==> src/rtl/sdm_pkg.sv <==
package sdm_pkg;
  localparam int KS_W = 7;
  localparam logic [KS_W-1:0] KS_SEED = 7'h7F;
  localparam int SKIP_BYTES = 2;

  // advance the x^7+x^6+1 generator by one bit
  function automatic logic [KS_W-1:0] ks_bit_step(input logic [KS_W-1:0] s);
    return {s[KS_W-2:0], s[KS_W-1] ^ s[KS_W-2]};
  endfunction

  // advance by a whole byte
  function automatic logic [KS_W-1:0] ks_byte_step(input logic [KS_W-1:0] s);
    logic [KS_W-1:0] t;
    t = s;
    for (int i = 0; i < 8; i++) t = ks_bit_step(t);
    return t;
  endfunction

  // keystream byte produced from state s, earliest bit in the MSB
  function automatic logic [7:0] ks_byte(input logic [KS_W-1:0] s);
    logic [KS_W-1:0] t;
    logic [7:0] b;
    t = s;
    b = '0;
    for (int i = 0; i < 8; i++) begin
      b[7-i] = t[KS_W-1];
      t = ks_bit_step(t);
    end
    return b;
  endfunction
endpackage

==> src/rtl/sdm_framepos.sv <==
module sdm_framepos #(
  parameter int FRAME_LEN = 810,
  parameter int PW = $clog2(FRAME_LEN)
) (
  input  logic          clk,
  input  logic          rst,
  input  logic          in_valid,
  input  logic          in_sof,
  output logic          accept,
  output logic [PW-1:0] pos,
  output logic          resync
);
  localparam logic [PW-1:0] LAST = PW'(FRAME_LEN - 1);

  logic [PW-1:0] pos_q;
  logic          locked_q;

  assign accept = in_valid & (locked_q | in_sof);
  assign pos    = in_sof ? '0 : pos_q;
  assign resync = in_valid & in_sof & locked_q & (pos_q != '0);

  always_ff @(posedge clk) begin
    if (rst) begin
      pos_q    <= '0;
      locked_q <= 1'b0;
    end else begin
      if (in_valid && in_sof) locked_q <= 1'b1;
      if (accept) pos_q <= (pos == LAST) ? '0 : pos + 1'b1;
    end
  end


  pos_in_frame_chk: assert property (@(posedge clk) disable iff (rst)
    pos_q <= LAST);

  idle_hold_chk: assert property (@(posedge clk) disable iff (rst)
    !in_valid |=> $stable(pos_q));
endmodule

==> src/rtl/sdm_descram.sv <==
module sdm_descram #(
  parameter int PW = 10
) (
  input  logic          clk,
  input  logic          rst,
  input  logic          accept,
  input  logic [PW-1:0] pos,
  input  logic [7:0]    raw,
  output logic [7:0]    plain
);
  import sdm_pkg::*;

  logic [KS_W-1:0] ks_q;
  logic [KS_W-1:0] ks_cur;
  logic            skip;

  assign skip   = (pos < PW'(SKIP_BYTES));
  assign ks_cur = (pos == PW'(SKIP_BYTES)) ? KS_SEED : ks_q;
  assign plain  = skip ? raw : (raw ^ ks_byte(ks_cur));

  always_ff @(posedge clk) begin
    if (rst) ks_q <= KS_SEED;
    else if (accept && !skip) ks_q <= ks_byte_step(ks_cur);
  end


  ks_nonzero_chk: assert property (@(posedge clk) disable iff (rst)
    ks_q != '0);
endmodule

==> src/rtl/sdm_bip.sv <==
module sdm_bip #(
  parameter int FRAME_LEN = 810,
  parameter int B1_POS = 90,
  parameter int PW = $clog2(FRAME_LEN)
) (
  input  logic          clk,
  input  logic          rst,
  input  logic          accept,
  input  logic          resync,
  input  logic [PW-1:0] pos,
  input  logic [7:0]    raw,
  input  logic [7:0]    plain,
  output logic          err
);
  localparam logic [PW-1:0] LAST = PW'(FRAME_LEN - 1);
  localparam logic [PW-1:0] B1P  = PW'(B1_POS);

  logic [7:0] acc_q;
  logic [7:0] ref_q;
  logic       ref_ok_q;

  always_ff @(posedge clk) begin
    if (rst) begin
      acc_q    <= '0;
      ref_q    <= '0;
      ref_ok_q <= 1'b0;
      err      <= 1'b0;
    end else begin
      err <= accept && (pos == B1P) && ref_ok_q && (plain != ref_q);
      if (accept) begin
        acc_q <= (pos == '0) ? raw : (acc_q ^ raw);
        if (pos == LAST) begin
          ref_q    <= acc_q ^ raw;
          ref_ok_q <= 1'b1;
        end
      end
      if (resync) ref_ok_q <= 1'b0;
    end
  end


  single_pulse_chk: assert property (@(posedge clk) disable iff (rst)
    err |=> !err);

  no_ref_no_err_chk: assert property (@(posedge clk) disable iff (rst)
    !ref_ok_q |=> !err);
endmodule

==> src/rtl/sonet_b1_descrambler.sv <==
module sonet_b1_descrambler #(
  parameter int ROWS = 9,
  parameter int COLS = 90
) (
  input  logic       clk,
  input  logic       rst,
  input  logic       in_valid,
  input  logic       in_sof,
  input  logic [7:0] in_data,
  output logic       out_valid,
  output logic [7:0] out_data,
  output logic       b1_err
);
  localparam int FRAME_LEN = ROWS * COLS;
  localparam int PW = $clog2(FRAME_LEN);

  logic          accept;
  logic          resync;
  logic [PW-1:0] pos;
  logic [7:0]    plain;

  sdm_framepos #(.FRAME_LEN(FRAME_LEN), .PW(PW)) u_pos (
    .clk(clk), .rst(rst), .in_valid(in_valid), .in_sof(in_sof),
    .accept(accept), .pos(pos), .resync(resync)
  );

  sdm_descram #(.PW(PW)) u_dsc (
    .clk(clk), .rst(rst), .accept(accept), .pos(pos),
    .raw(in_data), .plain(plain)
  );

  sdm_bip #(.FRAME_LEN(FRAME_LEN), .B1_POS(COLS), .PW(PW)) u_bip (
    .clk(clk), .rst(rst), .accept(accept), .resync(resync), .pos(pos),
    .raw(in_data), .plain(plain), .err(b1_err)
  );

  always_ff @(posedge clk) begin
    if (rst) begin
      out_valid <= 1'b0;
      out_data  <= '0;
    end else begin
      out_valid <= accept;
      if (accept) out_data <= plain;
    end
  end


  sof_gives_out_chk: assert property (@(posedge clk) disable iff (rst)
    (in_valid && in_sof) |=> out_valid);

  framing_clear_chk: assert property (@(posedge clk) disable iff (rst)
    (accept && pos < PW'(2)) |=> (out_data == $past(in_data)));

  err_with_byte_chk: assert property (@(posedge clk) disable iff (rst)
    b1_err |-> out_valid);

  idle_quiet_chk: assert property (@(posedge clk) disable iff (rst)
    !in_valid |=> (!out_valid && !b1_err));
endmodule

==> config.mk <==
export PLATFORM = sky130hd
export DESIGN_NAME = sonet_b1_descrambler
export DESIGN_NICKNAME = d
export VERILOG_FILES = /design/src/rtl/sdm_pkg.sv /design/src/rtl/sdm_framepos.sv /design/src/rtl/sdm_descram.sv /design/src/rtl/sdm_bip.sv /design/src/rtl/sonet_b1_descrambler.sv
export SDC_FILE = /design/constraint.sdc
export NUM_CORES = 1
export LEC_CHECK = 0
export BUFFER_PORTS_ARGS = -buffer_cell sky130_fd_sc_hd__buf_2
export CAP_MARGIN = 20
export CORE_UTILIZATION = 60
export CTS_CLUSTER_DIAMETER = 30
export DETAILED_ROUTE_END_ITERATION = 16
export PLACE_DENSITY = 0.87
export SYNTH_ARGS = -nofsm -noshare
export SYNTH_HDL_FRONTEND = slang
export SYNTH_HIERARCHICAL = 1
export SYNTH_SLANG_ARGS = --single-unit
==> constraint.sdc <==
create_clock -name clk -period 3.25 [get_ports clk]
set_input_delay 0.1625 -clock clk [delete_from_list [all_inputs] [get_ports clk]]
set_output_delay 0.1625 -clock clk [all_outputs]
set_load 0.03 [all_outputs]
==> qor.csv <==
stage;metric;value;unit
status;status;finished, final reports clean;
sta;slew-limit-headroom;45.7;%
global_routing;grt_start_max_net_pins;41;
setup_path;crit_family;simple AND/OR/NAND/NOR gates;
clock_tree;cts_hold_buf;0;
sta;worst_slack;0.516;ns
setup_path;critical_path.max_stage_delay;0.76;ns
drt;drt-pass1-iter-count;7;
sta;finalMaxSlewViolations;0;
global_routing;antenna_found_initial;0;
clock_tree;cts_buffers;5;
global_routing;gr-total-overflow;0;
hold_path;holdPathStages;3;
setup_path;path_class;flop to flop;
power;p_per_area;370;nW/um^2
die;die_x;73.3;um
synthesis;netlist_area;3050;um^2
hold_path;min_to;u_pos/locked_q;
cells_and_area;drive_above_1_share;15.2;%
synthesis;synth-edff-count;0;
clock_tree;cts_tree;yes;
synthesis;ys_async_sr_fraction;0;%
power;max-vdd-ir-drop;378;uV
placed_design;gp_congestion;0.884;
cells_and_area;layout_commonest_cell;dfxtp_1;
placed_design;hpwl;4.87;mm
global_routing;grt_usage;28.6;%
sta;tightest_slew;0.807;ns
synthesis;synth_area_per_cell;8.49;um^2
clock_tree;root_buffer;clkbuf_8;
synthesis;yosysUniqueCellTypes;51;
power;leakagePower;0.00126;uW
clock_tree;clkTransAtPathRegs;0.09;ns
sta;setup_viol;0;
die;core.rowCount;25;
setup_path;crit_arrival;2.91;ns
setup_path;reg2reg_depth;7;
synthesis;synth-seq-area-share;29.6;%
sta;fin_setup_tns;0;ns
setup_path;r2r_slack;0.52;ns
die;core;4820;um^2
cells_and_area;antennaDiodeCount;0;
drt;antenna_left;0;
setup_path;worst-path-max-fanout;9;
sta;max_freq;0.366;GHz
clock_tree;postCtsSetupBuffers;0;
cells_and_area;nNetsFinal;376;
drt;vias;2911;
sta;rsz0062_at_grt;no;
cells_and_area;final_cell_mix;dfxtp_1, a31oi_1, xor2_1, o211ai_1, buf_2;
sta;hold_viol;0;
die;die_y;73.3;um
drt;routed_via_density;6.77;
clock_tree;cts.sinks;45;
global_routing;grt_first_pass_wirelength;11.8;mm
sta;fin_skew;0.00367;ns
sta;whs;0.115;ns
synthesis;synth_cells;359;
drt;drt_iter0_drc;344;
drt;wirelength;7.38;mm
clock_tree;clk_latency;0.31;ns
placed_design;numPortBuffers;21;
setup_path;critPathRequiredTime;3.43;ns
hold_path;hp-start;in_valid;
flow_run;drv_cap;0;
global_routing;grt_pass1_vias;2457;
sta;post-route-period-util;84.1;%
die;dieArea;5370;um^2
drt;routedWlPerCell;17.2;um
setup_path;rr_startpoint;u_pos/pos_q[6];
synthesis;synth_seq_cells;45;
setup_path;cp_slowest_cell;or4_1;
setup_path;start_kind;flop;
die;pin_count;22;
synthesis;synth.yosys.warnings;6;
drt;post-route-drc-count;0;
synthesis;synth_nets;373;
clock_tree;post_cts_resize_count;0;
hold_path;hold_class;primary input to flop;
sta;finalCriticalPeriod;2.73;ns
setup_path;end_kind;flop;
clock_tree;htreeDepth;2;
cells_and_area;area_growth;6.73;%
setup_path;critPathBufInv;0;
clock_tree;cts_buffer_depth;2;
synthesis;ys.flop_type;dfxtp_1;
setup_path;rr_endpoint;u_bip/err;
placed_design;place_worst_setup_slack;0.604;ns
die;start_util;63.3;%
setup_path;worstPathCellList;nor2b_1 > or4_1 > o311ai_1 > o211ai_1 > xor2_1 > nor4_1 > a2111oi_0;
-- worst register-to-register path: cells and delay by family (launching register included) --
kind	cells	cell delay, ns
compound gates	3	0.94
flops	1	0.41
simple gates	3	1.07
xor+xnor	1	0.18
-- cell usage after synthesis, types with 2 or more instances --
master    count  area, um^2
nor4bb_1      9        90.1
or3_1        10        62.6
o21ai_0       2        10.0
inv_1        15        56.3
a221o_1       6        60.1
and3b_1       2        17.5
and4_1        2        17.5
buf_2         9        45.0
clkbuf_1     14        52.6
nor2b_1      18         113
a31o_2        7        61.3
nand4_1      11        68.8
o211ai_1     23         173
o21ai_1       2        10.0
or4_1         2        15.0
a31oi_2       2        25.0
a31oi_1      34         213
a22oi_1       2        15.0
nor4_2        4        50.1
nor2_1       15        56.3
a21oi_1       3        15.0
or4_4         2        22.5
xor2_1       23         201
dfxtp_1      45         901
ha_1          2        25.0
nor4_1       12        75.1
buf_4         2        15.0
nand3_1      10        50.1
buf_6         5        56.3
nand2_1      16        60.1
o311ai_1      7        61.3
and3_1        3        18.8
nor3_1       11        55.1
nand2b_1      2        12.5
buf_1         2        7.51
mux2i_1      10         100
-- per-layer routing --
layer / wire (um) / GRT usage (%)
met5: 0 / 0
met4: 53 / 6.32
met3: 514 / 6.58
met2: 3370 / 43.7
met1: 3430 / 41.0
-- per-stage QoR --
step / utilization (%) / cells / area, um^2 / total power (uW)
floorplan: - / 359 / 3050 / 709
global placement: 65.0 / 422 / 3130 / 751
detailed placement: 65.0 / 422 / 3130 / 754
CTS: 67.5 / 430 / 3250 / 1200
global route: 67.5 / 430 / 3250 / 1250
finish: 67.5 / 430 / 3250 / 1200
-- worst max-delay path by stage --
stage | start | end | cells past startpoint
after floorplan | in_sof | u_bip/err | 10
after global placement | u_pos/pos_q[6] | u_bip/err | 7
after detailed placement | u_pos/pos_q[6] | u_bip/err | 7
after CTS | u_pos/pos_q[6] | u_bip/err | 7
after global routing | u_pos/pos_q[6] | u_bip/err | 7
final | u_pos/pos_q[6] | u_bip/err | 7
-- sequential cells by signal (all words and copies together) (netlist names) --
register	cells
out_data	8
out_valid	1
u_bip/acc_q	8
u_bip/err	1
u_bip/ref_ok_q	1
u_bip/ref_q	8
u_dsc/ks_q	7
u_pos/locked_q	1
u_pos/pos_q	10
-- area by class of cell --
class | count | area (um^2)
clock buffer | 6 | 82.6
clock inverter | 2 | 37.5
multi-input combinational | 266 | 1930
timing repair buffer | 29 | 165
tap | 67 | 83.8
sequential | 45 | 901
inverter | 15 | 56.3
fill | 402 | 1560
-- power breakdown --
group	leakage, uW	switching, uW	internal (uW)
Sequential	0.000366	13.3	568
Combinational	0.000837	104	59.5
Clock	0.0000574	208	250
Total	0.00126	326	878
-- cell families after synthesis --
| kind of cell | Yosys count | share of synthesized area (%) |
|---|---|---|
| and+or+nand+nor | 136 | 28.1 |
| AOI/OAI and AO/OA | 93 | 22.8 |
| buffers and inverters | 48 | 7.80 |
| DFF | 45 | 29.6 |
| xor gates and xnor gates | 25 | 7.68 |
| muxes | 10 | 3.28 |
| adders and majority gates | 2 | 0.821 |
No activity file was read; power rests on OpenSTA's default activity.
